$ cat config.mk
export PLATFORM = sky130hd
export DESIGN_NAME = fifo_host_port
export DESIGN_NICKNAME = d
export VERILOG_FILES = /design/src/rtl/fhp_pkg.sv /design/src/rtl/fhp_xfer.sv /design/src/rtl/fhp_flag_gate.sv /design/src/rtl/fhp_cmd.sv /design/src/rtl/fifo_host_port.sv
export SDC_FILE = /design/constraint.sdc
export NUM_CORES = 1
export LEC_CHECK = 0
export ABC_CLOCK_PERIOD_IN_PS = 1600
export CAP_MARGIN = 30
export CORE_AREA = 2 2 117 119
export DETAILED_ROUTE_END_ITERATION = 8
export DIE_AREA = 0 0 119 121
export DONT_BUFFER_PORTS = 1
export GPL_ROUTABILITY_DRIVEN = 0
export PLACE_DENSITY = 0.3
export SLEW_MARGIN = 40
export SYNTH_ARGS = -nofsm -noshare
export SYNTH_HDL_FRONTEND = slang
export SYNTH_SLANG_ARGS = --single-unit
$ cat constraint.sdc
create_clock -name clk_i -period 1.6 [get_ports clk_i]
set_clock_uncertainty 0.15 [all_clocks]
set_input_delay 0.16 -clock clk_i [delete_from_list [all_inputs] [get_ports clk_i]]
set_output_delay 0.16 -clock clk_i [all_outputs]
set_load 0.05 [all_outputs]
$ cat src/rtl/fhp_pkg.sv
package fhp_pkg;
  localparam int NPORT_DEF = 4;
  localparam int DW_DEF    = 32;
  localparam int NCMD      = 3;

  typedef enum logic [1:0] {
    CMD_CLR_RETRY = 2'd0,
    CMD_CLR_DISC  = 2'd1,
    CMD_RX_ABORT  = 2'd2
  } cmd_e;
endpackage

$ cat src/rtl/fhp_xfer.sv
module fhp_xfer #(
  parameter int NPORT = 4,
  parameter int DW    = 32,
  localparam int PSW  = $clog2(NPORT),
  localparam int NB   = DW / 8,
  localparam int WW   = DW + 1
) (
  input  logic             rx_if_n_i,
  input  logic             rx_rd_n_i,
  input  logic             tx_if_n_i,
  input  logic             tx_wr_n_i,
  input  logic [PSW-1:0]   sel_i,
  input  logic [NB-1:0]    be_n_i,
  input  logic [DW-1:0]    wdata_i,
  input  logic             weop_i,
  input  logic [NPORT*WW-1:0] rxf_data_i,
  input  logic [NPORT-1:0] rxf_empty_i,
  input  logic [NPORT-1:0] txf_full_i,
  output logic [NPORT-1:0] rxf_pop_o,
  output logic [NPORT-1:0] txf_push_o,
  output logic [WW-1:0]    txf_data_o,
  output logic [NB-1:0]    txf_be_o,
  output logic [DW-1:0]    rdata_o,
  output logic             reop_o,
  output logic             dvalid_o
);
  logic [DW-1:0] lane_m;
  logic [WW-1:0] head;
  logic rd_req, wr_req, rd_ok, wr_ok;

  for (genvar b = 0; b < NB; b++) begin : g_lane
    assign lane_m[b*8 +: 8] = {8{~be_n_i[b]}};
  end

  assign head   = rxf_data_i[sel_i*WW +: WW];
  assign rd_req = ~rx_if_n_i & ~rx_rd_n_i;
  // read side wins a collision
  assign wr_req = ~tx_if_n_i & ~tx_wr_n_i & ~rd_req;
  assign rd_ok  = rd_req & ~rxf_empty_i[sel_i];
  assign wr_ok  = wr_req & ~txf_full_i[sel_i];

  always_comb begin
    rxf_pop_o  = '0;
    txf_push_o = '0;
    rxf_pop_o[sel_i]  = rd_ok;
    txf_push_o[sel_i] = wr_ok;
  end

  assign rdata_o    = rd_ok ? (head[DW-1:0] & lane_m) : '0;
  assign reop_o     = rd_ok & head[DW];
  assign dvalid_o   = rd_ok | wr_ok;
  assign txf_data_o = {weop_i, wdata_i & lane_m};
  assign txf_be_o   = ~be_n_i;
endmodule

$ cat src/rtl/fhp_flag_gate.sv
module fhp_flag_gate #(
  parameter int NPORT = 4
) (
  input  logic             if_n_i,
  input  logic [NPORT-1:0] rdy_i,
  output logic [NPORT-1:0] rdy_o,
  output logic [NPORT-1:0] oe_o
);
  assign oe_o  = {NPORT{~if_n_i}};
  assign rdy_o = rdy_i & oe_o;
endmodule

$ cat src/rtl/fhp_cmd.sv
module fhp_cmd #(
  parameter int NPORT = 4,
  parameter int NCMD  = 3,
  localparam int PSW  = $clog2(NPORT)
) (
  input  logic                  clk_i,
  input  logic                  rst_ni,
  input  logic [PSW-1:0]        sel_i,
  input  logic [NCMD-1:0]       stb_i,
  output logic [NCMD*NPORT-1:0] pulse_o
);
  logic [NPORT-1:0] sel_oh;

  always_comb begin
    sel_oh = '0;
    sel_oh[sel_i] = 1'b1;
  end

  for (genvar c = 0; c < NCMD; c++) begin : g_cmd
    logic             stb_q;
    logic [NPORT-1:0] pulse_q;
    always_ff @(posedge clk_i or negedge rst_ni) begin
      if (!rst_ni) begin
        stb_q   <= 1'b0;
        pulse_q <= '0;
      end else begin
        stb_q   <= stb_i[c];
        pulse_q <= (stb_i[c] & ~stb_q) ? sel_oh : '0;
      end
    end
    assign pulse_o[c*NPORT +: NPORT] = pulse_q;
  end
endmodule

$ cat src/rtl/fifo_host_port.sv
module fifo_host_port
  import fhp_pkg::*;
#(
  parameter int NPORT = NPORT_DEF,
  parameter int DW    = DW_DEF,
  localparam int PSW  = $clog2(NPORT),
  localparam int NB   = DW / 8,
  localparam int WW   = DW + 1
) (
  input  logic                clk_i,
  input  logic                rst_ni,
  input  logic                rx_if_n_i,
  input  logic                rx_rd_n_i,
  input  logic                tx_if_n_i,
  input  logic                tx_wr_n_i,
  input  logic [PSW-1:0]      port_sel_i,
  input  logic [NB-1:0]       be_n_i,
  input  logic [DW-1:0]       wdata_i,
  input  logic                weop_i,
  output logic [DW-1:0]       rdata_o,
  output logic                reop_o,
  output logic                dvalid_o,
  input  logic                clr_retry_stb_i,
  input  logic                clr_disc_stb_i,
  input  logic                rx_abort_stb_i,
  output logic [NPORT-1:0]    clr_retry_o,
  output logic [NPORT-1:0]    clr_disc_o,
  output logic [NPORT-1:0]    rx_abort_o,
  input  logic [NPORT*WW-1:0] rxf_data_i,
  input  logic [NPORT-1:0]    rxf_empty_i,
  output logic [NPORT-1:0]    rxf_pop_o,
  input  logic [NPORT-1:0]    txf_full_i,
  output logic [NPORT-1:0]    txf_push_o,
  output logic [WW-1:0]       txf_data_o,
  output logic [NB-1:0]       txf_be_o,
  input  logic [NPORT-1:0]    tx_rdy_i,
  input  logic [NPORT-1:0]    rx_rdy_i,
  output logic [NPORT-1:0]    tx_rdy_o,
  output logic [NPORT-1:0]    tx_rdy_oe_o,
  output logic [NPORT-1:0]    rx_rdy_o,
  output logic [NPORT-1:0]    rx_rdy_oe_o
);
  logic [NCMD-1:0]       stb;
  logic [NCMD*NPORT-1:0] pulse;

  fhp_xfer #(.NPORT(NPORT), .DW(DW)) u_xfer (
    .rx_if_n_i (rx_if_n_i),
    .rx_rd_n_i (rx_rd_n_i),
    .tx_if_n_i (tx_if_n_i),
    .tx_wr_n_i (tx_wr_n_i),
    .sel_i     (port_sel_i),
    .be_n_i    (be_n_i),
    .wdata_i   (wdata_i),
    .weop_i    (weop_i),
    .rxf_data_i(rxf_data_i),
    .rxf_empty_i(rxf_empty_i),
    .txf_full_i(txf_full_i),
    .rxf_pop_o (rxf_pop_o),
    .txf_push_o(txf_push_o),
    .txf_data_o(txf_data_o),
    .txf_be_o  (txf_be_o),
    .rdata_o   (rdata_o),
    .reop_o    (reop_o),
    .dvalid_o  (dvalid_o)
  );

  fhp_flag_gate #(.NPORT(NPORT)) u_tx_gate (
    .if_n_i(tx_if_n_i), .rdy_i(tx_rdy_i), .rdy_o(tx_rdy_o), .oe_o(tx_rdy_oe_o)
  );

  fhp_flag_gate #(.NPORT(NPORT)) u_rx_gate (
    .if_n_i(rx_if_n_i), .rdy_i(rx_rdy_i), .rdy_o(rx_rdy_o), .oe_o(rx_rdy_oe_o)
  );

  always_comb begin
    stb = '0;
    stb[CMD_CLR_RETRY] = clr_retry_stb_i;
    stb[CMD_CLR_DISC]  = clr_disc_stb_i;
    stb[CMD_RX_ABORT]  = rx_abort_stb_i;
  end

  fhp_cmd #(.NPORT(NPORT), .NCMD(NCMD)) u_cmd (
    .clk_i  (clk_i),
    .rst_ni (rst_ni),
    .sel_i  (port_sel_i),
    .stb_i  (stb),
    .pulse_o(pulse)
  );

  assign clr_retry_o = pulse[int'(CMD_CLR_RETRY)*NPORT +: NPORT];
  assign clr_disc_o  = pulse[int'(CMD_CLR_DISC)*NPORT +: NPORT];
  assign rx_abort_o  = pulse[int'(CMD_RX_ABORT)*NPORT +: NPORT];
endmodule

==> summary.txt <==
Status -> complete, no violations
Pwr/cell area -> 529 mW/mm^2
Routed WL -> 8.31 mm
Delay-heaviest family, CP -> buffers and inverters
Final Cycle Share -> 0.974
Max-slew headroom -> 0.566
GRT Total Usage -> 0.104
Max VDD drop -> 422 uV
Least-Margin Pin Slew -> 649 ps
Count leader, synth -> nor2b_1
Initial antenna violation count -> 1
Largest cells by area after synthesis -> mux4_2, nor2b_1, dfrtp_1, o2111ai_2, buf_4
Critical Path End Type -> primary output
Number of global-route vias before repair -> 2073
Power share of the clock group -> 0.260
Mapped Avg Cell Area -> 10.9 um^2
R2R depth -> 3
P_sw -> 0.684 mW
Internal Dissipation -> 1.13 mW
Sw Share -> 0.376
WP data required -> 1290 ps
Routed Antenna Nets -> 0
PortBufs -> 0
Synth area leader -> mux4_2
Core area -> 0.0131 mm^2
CP Data Arrival Time -> 1250 ps
Inserted Clock Buffers -> 3
WP buf/inv -> 3
Max FO, Critical Path -> 8
Synth async-reset ratio -> 1.00
CP peak stage delay -> 310 ps
Sequential fraction of the synthesis area -> 0.189
Comb pwr share -> 0.506
Initial Util -> 0.152
DIE WIDTH -> 119 um
Synthesis-to-layout area growth -> 72.9%
Via/cell ratio -> 4.29
Nets -> 470
Cells after Synth -> 183
Critical-path cell list -> a311oi_4 > buf_12 > o2111ai_4 > buf_12 > nor2b_4 > buf_6
Clock Sinks -> 15
Crit path time final -> 1560 ps
Drt drc -> 0
Via count -> 1926
Crit path top cell by count -> buf_12
Grt ovf -> 0
Mapped Area -> 0.00199 mm^2
Synth Register Bits -> 15
Placed cells -> 438
Max Cap Violations -> 0
Sequential cell fraction of total power -> 0.233
Post-DP HPWL -> 6.95 mm
Yosys warnings -> 0
Clock Latency Late Sink -> 240 ps
Fin Setup TNS -> 0 ps
Proportion of layout cells with a drive suffix above 1 -> 0.670
Std-Cell Rows -> 42
Drt first pass iters -> 6
Largest net degree at the start of global routing -> 50
Max-slew violations -> 0
Hold Path Depth -> 2
Drt first-iter violations -> 47
H-tree levels -> 1
EDFF count, synth -> 0
Die H -> 121 um
Crit path kind -> primary input to primary output
First-pass GRT wire length -> 11.7 mm
CTS tree -> done
Ports -> 303
Fmax -> 641 MHz
Synth unique cells -> 20
Pleak -> 1.36 nW
Yosys top cell area share -> 0.385
Die area -> 0.0144 mm^2
Root Driver -> clkbuf_16
R2R setup slack -> 160 ps
Top cells by count, synth -> nor2b_1, mux4_2, dfrtp_1
Dominant synthesized flop cell -> dfrtp_1
Setup bufs post-CTS -> 0
Setup crit start kind -> primary input
Fin cells -> 449
Diodes inserted -> 0
Final setup violation count -> 0
Fin. Hold Viols -> 0
Crit-path slowest cell -> a311oi_4
Clock Path Buffers -> 2
RSZ-0062 raised after global routing -> yes
Avg WL per Cell -> 18.5 um
Mapped Nets -> 379
Register clock-pin slew on the reported worst setup and hold paths -> 50 ps
Fill count -> 1363
Min-delay worst type -> primary input to register
Critical path depth -> 6
cell usage in the layout, fill, tap and decap left out, types with 2 or more instances in the layout:
cell type / Yosys / routed
nor3_1: 7 / 3
mux4_2: 34 / 34
inv_2: 0 / 2
nor2b_1: 74 / 40
buf_6: 1 / 30
nor2b_4: 0 / 11
o21ai_0: 3 / 2
clkbuf_16: 0 / 3
buf_12: 0 / 11
nor2_1: 11 / 10
dfrtp_1: 15 / 15
inv_1: 6 / 4
dlygate4sd3_1: 0 / 7
buf_4: 7 / 54
nor2b_2: 0 / 23
nor3_2: 0 / 4
o2111ai_4: 0 / 3
nand2b_1: 5 / 5
cell families after synthesis:
logic type             Yosys count  synth area share
AOI/OAI and AO/OA                9            0.0548
buffers and inverters           23            0.0648
DFF                             15             0.189
muxes                           35             0.392
and+or+nand+nor                101             0.300
power by group through the flow:
stage / Combinational (mW) / Sequential [mW] / Clock, mW
final: 0.921 / 0.424 / 0.474
after global routing: 0.964 / 0.425 / 0.506
after CTS: 0.903 / 0.424 / 0.481
after detailed placement: 0.863 / 0.431 / 0
after global placement: 0.869 / 0.431 / 0
after floorplan: 0.705 / 0.428 / 0
registers in the layout, indices dropped and copies added (netlist names):
name / flops
u_cmd.g_cmd.stb_q: 3
u_cmd.g_cmd.pulse_q: 12
through the flow:
stage	hold WS [ps]	power (mW)	setup WS [ps]	area (um^2)	util
2_1_floorplan	-286	1.13	-300	2110	-
3_3_place_gp	-285	1.30	-20.8	3080	0.236
3_5_place_dp	-285	1.29	-20.0	3080	0.236
4_1_cts	103	1.81	0.754	3300	0.253
5_1_grt	151	1.89	-18.6	3440	0.263
6_report	111	1.82	41.0	3440	0.263
worst paths after layout:
path                                 startpoint                   endpoint
min                               port_sel_i[0]  u_cmd.g_cmd[0].pulse_q[3]
max                              rxf_empty_i[3]                rdata_o[21]
min in group asynchronous                rst_ni  u_cmd.g_cmd[1].pulse_q[3]
min reg2reg                u_cmd.g_cmd[2].stb_q  u_cmd.g_cmd[2].pulse_q[3]
max in group asynchronous                rst_ni  u_cmd.g_cmd[2].pulse_q[2]
max reg2reg                u_cmd.g_cmd[1].stb_q  u_cmd.g_cmd[1].pulse_q[0]
routing by layer:
layer,GRT usage,share of wire
met5,0,0.0019
met2,0.199,0.53
met3,0.0287,0.10
met4,0.00446,0.0017
met1,0.121,0.36
final cells by class:
cell class,count,area [um^2],area share
Tap cell,176,220,0.0640
Clock inverter,1,5.00,0.00146
Inverter,6,22.5,0.00655
Timing Repair Buffer,103,1050,0.305
Clock buffer,3,75.1,0.0218
Sequential cell,15,375,0.109
Multi-Input combinational cell,145,1690,0.492
worst register-to-register path, cell delays in order, from the launching register on:
cell	delay, ps
dfrtp_1	350
nand2b_1	190
nor3_1	130
dlygate4sd3_1	560
timing repair:
action                     4_1_cts  5_1_grt
setup endpoints to repair       24       29
hold endpoints to repair        30        0
hold buffers                     7        0
pin swaps                        0        0
gates resized for setup         18       27
No activity file was read; power rests on OpenSTA's default activity.
